`src/rtl/cpwm_pkg.sv`:
```
package cpwm_pkg;

    // Block configuration
    localparam int unsigned PERIOD_W = 16;
    localparam int unsigned NUM_CH   = 3;

    // Derived widths
    localparam int unsigned PHASE_W  = PERIOD_W + 1;   // 0 .. 2P-1
    localparam int unsigned SPAN_W   = PERIOD_W + 3;   // doubled phase plus on-time
    localparam int unsigned CALC_W   = PERIOD_W + 4;   // signed on-time arithmetic
    localparam int unsigned DUTY_BASE = 3;
    localparam int unsigned ADDR_W   = $clog2(DUTY_BASE + NUM_CH);

    // Write address map
    localparam logic [ADDR_W-1:0] ADR_PERIOD = ADDR_W'(0);
    localparam logic [ADDR_W-1:0] ADR_DEAD   = ADDR_W'(1);
    localparam logic [ADDR_W-1:0] ADR_XOVER  = ADDR_W'(2);

    typedef logic        [PERIOD_W-1:0] period_t;
    typedef logic signed [PERIOD_W-1:0] duty_t;
    typedef logic        [PHASE_W-1:0]  phase_t;
    typedef logic        [SPAN_W-1:0]   span_t;
    typedef logic signed [CALC_W-1:0]   calc_t;

    // One complete register set (shadow or active)
    typedef struct packed {
        period_t                   period;
        period_t                   dead;
        logic [NUM_CH-1:0]         xover;
        duty_t [NUM_CH-1:0]        duty;
    } cfg_t;

    // Drive pair of one channel
    typedef struct packed {
        logic hi;
        logic lo;
    } drive_t;

    // Raw high-side on-time: P + 2(D - T)
    function automatic calc_t hi_raw(input period_t p, input duty_t d, input period_t t);
        calc_t ps, ds, ts;
        ps = $signed({{(CALC_W-PERIOD_W){1'b0}}, p});
        ds = $signed({{(CALC_W-PERIOD_W){d[PERIOD_W-1]}}, d});
        ts = $signed({{(CALC_W-PERIOD_W){1'b0}}, t});
        return ps + ((ds - ts) <<< 1);
    endfunction

    // Raw low-side on-time: P - 2(D + T)
    function automatic calc_t lo_raw(input period_t p, input duty_t d, input period_t t);
        calc_t ps, ds, ts;
        ps = $signed({{(CALC_W-PERIOD_W){1'b0}}, p});
        ds = $signed({{(CALC_W-PERIOD_W){d[PERIOD_W-1]}}, d});
        ts = $signed({{(CALC_W-PERIOD_W){1'b0}}, t});
        return ps - ((ds + ts) <<< 1);
    endfunction

    // Saturate an on-time into 0 .. 2P
    function automatic span_t clamp_on(input calc_t v, input period_t p);
        calc_t lim;
        lim = $signed({{(CALC_W-PERIOD_W-1){1'b0}}, p, 1'b0});
        if (v < 0)
            return '0;
        else if (v > lim)
            return lim[SPAN_W-1:0];
        else
            return v[SPAN_W-1:0];
    endfunction

    // True when phase lies in a window of w cycles centred on phase P:
    // 2P - w <= 2*ph < 2P + w
    function automatic logic in_window(input phase_t ph, input period_t p, input span_t w);
        span_t ph2, p2;
        ph2 = {1'b0, ph, 1'b0};
        p2  = {2'b00, p, 1'b0};
        return ((ph2 + w) >= p2) && (ph2 < (p2 + w));
    endfunction

endpackage

```
`src/rtl/cpwm_regs.sv`:
```
module cpwm_regs
    import cpwm_pkg::*;
(
    input  logic                clk,
    input  logic                rst,
    input  logic                wr_en,
    input  logic [ADDR_W-1:0]   wr_addr,
    input  logic [PERIOD_W-1:0] wr_data,
    input  logic                commit,
    output cfg_t                active
);

    cfg_t shadow;

    always_ff @(posedge clk) begin
        if (rst) begin
            shadow <= '0;
            active <= '0;
        end else begin
            if (wr_en) begin
                if (wr_addr == ADR_PERIOD) shadow.period <= wr_data;
                if (wr_addr == ADR_DEAD)   shadow.dead   <= wr_data;
                if (wr_addr == ADR_XOVER)  shadow.xover  <= wr_data[NUM_CH-1:0];
                for (int i = 0; i < NUM_CH; i++) begin
                    if (wr_addr == ADDR_W'(DUTY_BASE + i))
                        shadow.duty[i] <= wr_data;
                end
            end
            // The shadow copy moves as a whole; a write on the same edge
            // lands in the shadow and waits for the next boundary.
            if (commit)
                active <= shadow;
        end
    end

endmodule

```
`src/rtl/cpwm_timebase.sv`:
```
module cpwm_timebase
    import cpwm_pkg::*;
(
    input  logic    clk,
    input  logic    rst,
    input  logic    en,
    input  period_t period,
    output phase_t  phase,
    output logic    wrap
);

    phase_t last;

    assign last = {period, 1'b0} - 1'b1;
    assign wrap = en && ((period == '0) || (phase == last));

    always_ff @(posedge clk) begin
        if (rst || !en)
            phase <= '0;
        else if (wrap)
            phase <= '0;
        else
            phase <= phase + 1'b1;
    end

endmodule

```
`src/rtl/cpwm_chan.sv`:
```
module cpwm_chan
    import cpwm_pkg::*;
(
    input  logic    clk,
    input  logic    rst,
    input  logic    en,
    input  phase_t  phase,
    input  period_t period,
    input  period_t dead,
    input  duty_t   duty,
    input  logic    xover,
    output logic    hi_o,
    output logic    lo_o
);

    span_t  w_hi, w_lo, full, gap_lo;
    drive_t raw, pin;

    always_comb begin
        full   = {2'b00, period, 1'b0};
        w_hi   = clamp_on(hi_raw(period, duty, dead), period);
        w_lo   = clamp_on(lo_raw(period, duty, dead), period);
        // Low side is on outside a centred window of 2P - w_lo cycles
        gap_lo = full - w_lo;
        raw.hi = in_window(phase, period, w_hi);
        raw.lo = (period != '0) && !in_window(phase, period, gap_lo);
        if (xover) begin
            pin.hi = raw.lo;
            pin.lo = raw.hi;
        end else begin
            pin = raw;
        end
    end

    always_ff @(posedge clk) begin
        if (rst || !en) begin
            hi_o <= 1'b0;
            lo_o <= 1'b0;
        end else begin
            hi_o <= pin.hi;
            lo_o <= pin.lo;
        end
    end

endmodule

```
`src/rtl/cpwm_core.sv`:
```
module cpwm_core
    import cpwm_pkg::*;
(
    input  logic                clk,
    input  logic                rst,
    input  logic                en,
    input  logic                wr_en,
    input  logic [ADDR_W-1:0]   wr_addr,
    input  logic [PERIOD_W-1:0] wr_data,
    output logic [NUM_CH-1:0]   pwm_hi,
    output logic [NUM_CH-1:0]   pwm_lo,
    output logic                sync_o
);

    cfg_t   act_cfg;
    phase_t phase;
    logic   wrap;
    logic   commit;

    // Disabled: settings pass straight through; running: only at the boundary
    assign commit = wrap | ~en;

    cpwm_regs u_regs (
        .clk     (clk),
        .rst     (rst),
        .wr_en   (wr_en),
        .wr_addr (wr_addr),
        .wr_data (wr_data),
        .commit  (commit),
        .active  (act_cfg)
    );

    cpwm_timebase u_time (
        .clk    (clk),
        .rst    (rst),
        .en     (en),
        .period (act_cfg.period),
        .phase  (phase),
        .wrap   (wrap)
    );

    always_ff @(posedge clk) begin
        if (rst)
            sync_o <= 1'b0;
        else
            sync_o <= wrap;
    end

    for (genvar g = 0; g < NUM_CH; g++) begin : g_ch
        cpwm_chan u_chan (
            .clk    (clk),
            .rst    (rst),
            .en     (en),
            .phase  (phase),
            .period (act_cfg.period),
            .dead   (act_cfg.dead),
            .duty   (act_cfg.duty[g]),
            .xover  (act_cfg.xover[g]),
            .hi_o   (pwm_hi[g]),
            .lo_o   (pwm_lo[g])
        );
    end

endmodule

```
`config.mk`:
```
export PLATFORM = sky130hd
export DESIGN_NAME = cpwm_core
export DESIGN_NICKNAME = d
export VERILOG_FILES = /design/src/rtl/cpwm_pkg.sv /design/src/rtl/cpwm_regs.sv /design/src/rtl/cpwm_timebase.sv /design/src/rtl/cpwm_chan.sv /design/src/rtl/cpwm_core.sv
export SDC_FILE = /design/constraint.sdc
export NUM_CORES = 2
export LEC_CHECK = 0
export ABC_AREA = 1
export ABC_CLOCK_PERIOD_IN_PS = 8250
export BUFFER_PORTS_ARGS = -buffer_cell sky130_fd_sc_hd__buf_2
export CORE_AREA = 2 2 262 264
export CTS_BUF_LIST = sky130_fd_sc_hd__clkbuf_8
export DETAILED_ROUTE_END_ITERATION = 12
export DIE_AREA = 0 0 264 266
export PLACE_DENSITY = 0.83
export SETUP_SLACK_MARGIN = 0.5
export SLEW_MARGIN = 20
export SYNTH_ARGS = -nofsm -noshare
export SYNTH_HDL_FRONTEND = slang
export SYNTH_HIERARCHICAL = 1
export SYNTH_SLANG_ARGS = --single-unit
```
`constraint.sdc`:
```
create_clock -name clk -period 8.25 [get_ports clk]
set_clock_uncertainty 0.1 [all_clocks]
set_input_delay 1.65 -clock clk [delete_from_list [all_inputs] [get_ports clk]]
set_output_delay 1.65 -clock clk [all_outputs]
set_load 0.02 [all_outputs]
```
==> impl_metrics.json <==
{
  "hold_violations": 0,
  "grt_max_degree": 96,
  "ys_types": 75,
  "ys_ff_latch": 190,
  "critPathKind": "register to register",
  "yosysWarnings": 6,
  "p_total_mw": 14.0,
  "utilization": 0.712,
  "grt_use_met3": 0.0502,
  "synth_top_area_cell": "ha_1",
  "met2_usage": 0.593,
  "violations": "setup timing",
  "slew_headroom": 0.267,
  "r2r_end": "g_ch[2].u_chan/hi_o",
  "place_ws_ns": -0.804,
  "clockRootBuffer": "clkbuf_8",
  "placed_area_um2": 45400,
  "r2r_start": "u_regs/active[55]",
  "synth_top_cell_area_share": 0.249,
  "core-area_um2": 67700,
  "stdcell_area_um2": 48200,
  "clockBufferDepth": 2,
  "numPortBuffers": 29,
  "p_leak_nw": 25.2,
  "synthesis.nets": 6233,
  "dieArea_um2": 70200,
  "drt_iter0_drc": 3973,
  "avgSynthCellArea_um2": 6.73,
  "die_w_um": 264,
  "ff_latch_area_um2": 3850,
  "vias": 42942,
  "cp.buffers_inverters": 8,
  "reg2regPathDepth": 59,
  "nNetsFinal": 7329,
  "critPathSlowestCell": "dfxtp_4",
  "dr.pass1.iters": 6,
  "yosysMostFrequentCell": "nand2_1",
  "grt_use_met1": 0.466,
  "yosys-top-cells-count": "929 x nand2_1, 731 x ha_1, 626 x nor2_1, 576 x inv_1, 574 x a21oi_1",
  "cts_tree": "built",
  "cts_sinks": 190,
  "cpMostUsedCell": "nand2_1",
  "clock.fmax_ghz": 0.113,
  "drive_gt1_frac": 0.274,
  "fillers": 5213,
  "grt_pass1_wl_um": 205000,
  "regToRegSetupSlack_ns": -0.64,
  "antenna_found_initial": 3,
  "startpoint": "u_regs/active[55]",
  "hold_ws_ns": 0.353,
  "crit_fanout": 6,
  "crit_arrival_ns": 9.22,
  "ios": 30,
  "synth-edff-count": 0,
  "cts_hold_buf": 0,
  "rsz0062_at_grt": "true",
  "start_util": 0.541,
  "vias_per_cell": 5.77,
  "routedWlPerCell_um": 18.3,
  "first_global_vias": 40268,
  "wl_um": 136000,
  "crit_family": "compound AO/OA/AOI/OAI gates",
  "layout_min_cycle_time_ns": 8.89,
  "endpoint_kind": "register",
  "area_growth_pct": 31.5,
  "ir_drop_v": 0.000179,
  "layout_worst_path_cycle_share": 1.08,
  "tightest_slew_ns": 1.10,
  "cp-endpoint": "g_ch[2].u_chan/hi_o",
  "maxSlewViolCount": 0,
  "cts_buffers": 17,
  "die_y_um": 266,
  "insertion_delay_ns": 0.58,
  "htree_levels": 4,
  "gp_congestion": 1.01,
  "outcome": "finished with violations",
  "netlist_area_um2": 36700,
  "path_depth": 59,
  "path_clk_slew_ns": 0.18,
  "fin_cells": 7444,
  "async_flop_share": 0,
  "grtUsageTotal": 0.362,
  "synthFlopType": "dfxtp_1",
  "synthCells": 5452,
  "ys_seq_area_frac": 0.104,
  "yosys-top-cells-area": "ha_1 25%, dfxtp_1 10%, nand2_1 9.5%, a21oi_1 7.8%, xor2_1 7.0%",
  "fin_setup_tns_ns": -2.98,
  "timing.final.ws_setup_ns": -0.638,
  "drc": 0,
  "multi_input_area_um2": 31600,
  "hold_class": "register to register",
  "power.density_nw_per_um2": 290,
  "busiest_layer": "met2",
  "rows": 96,
  "setup_viol": 6,
  "hpwl_um": 102000,
  "overflow": 0,
  "cap_violations": 0,
  "dp.cells": 7311,
  "cpPeakStageDelay_ns": 0.39,
  "startpoint_type": "register",
  "crit_required_ns": 8.58,
  "detail-route-antenna-nets": 0
}
[sequential cells by signal (all words and copies together) (netlist names)]
register	count
g_ch.u_chan/hi_o	3
g_ch.u_chan/lo_o	3
u_regs/shadow	83
u_time/phase	17
u_regs/active	83
sync_o	1
[worst min-delay path by stage]
stage | to | cells past startpoint | from
after floorplan | g_ch[0].u_chan/hi_o | 1 | u_regs/active[48]
after global placement | u_regs/active[25] | 2 | u_regs/shadow[25]
after detailed placement | u_regs/active[81] | 2 | u_regs/shadow[81]
after CTS | u_regs/active[31] | 2 | u_regs/shadow[31]
after global routing | u_regs/active[16] | 2 | u_regs/shadow[16]
final | u_regs/active[31] | 2 | u_regs/shadow[31]
[layout by cell type (no fill, tap or decap), drive strengths merged, types with 54 or more instances in the layout]
cell type | netlist | layout
nand4 | 71 | 71
xor2 | 299 | 299
a211oi | 62 | 62
nand3 | 290 | 290
a21oi | 592 | 592
nor2 | 671 | 671
buf | 72 | 1183
o21bai | 61 | 61
dfxtp | 190 | 190
nor3 | 54 | 54
xnor2 | 109 | 109
ha | 731 | 731
inv | 623 | 631
o21ai | 340 | 340
nand2 | 993 | 995
[tightest hold or removal path, delay by kind of cell, from the launching register on]
family | cells | cell delay [ns]
DFF | 1 | 0.33
and+or+nand+nor | 2 | 0.17
[power by group]
part / total [mW] / switching, mW / leakage [nW] / internal, mW
clock: 0.691 / 0.436 / 0.201 / 0.256
combinational: 12.3 / 6.61 / 23.4 / 5.65
sequential: 1.05 / 0.0802 / 1.57 / 0.966
[what timing repair did]
action / 4_1_cts / 5_1_grt
setup endpoints to repair: 6 / 6
pin swaps: 122 / 149
gates resized for setup: 203 / 177
setup buffers: 64 / 33
gates cloned: 3 / 0
[final cells by class]
cell class / instances / area share
Antenna cell: 2 / 0.000104
Clock buffer: 17 / 0.00485
Clock inverter: 14 / 0.00348
Inverter: 625 / 0.0489
Multi-Input combinational cell: 4530 / 0.655
Sequential cell: 190 / 0.0799
Tap cell: 882 / 0.0229
Timing Repair Buffer: 1184 / 0.185
[kinds of logic (layout without fill, tap and decap cells)]
logic type,Yosys count,in the layout,synth area share
AND/OR/NAND/NOR,2137,2139,0.256
AO/OA/AOI/OAI,1221,1221,0.195
adder cells (fa/ha/maj),758,758,0.264
buffers and inverters,734,1840,0.0819
XOR/XNOR,409,409,0.0989
flip-flops,190,190,0.104
other,3,5,0.000307
[per-layer routing]
layer	vias to the layer above	share of wire	routed length [um]
li1	20652	-	-
met1	19837	0.41	55500
met2	1982	0.44	60100
met3	467	0.093	12600
met4	4	0.057	7700
met5	-	0.00018	24
(Power assumes the default switching activity.)
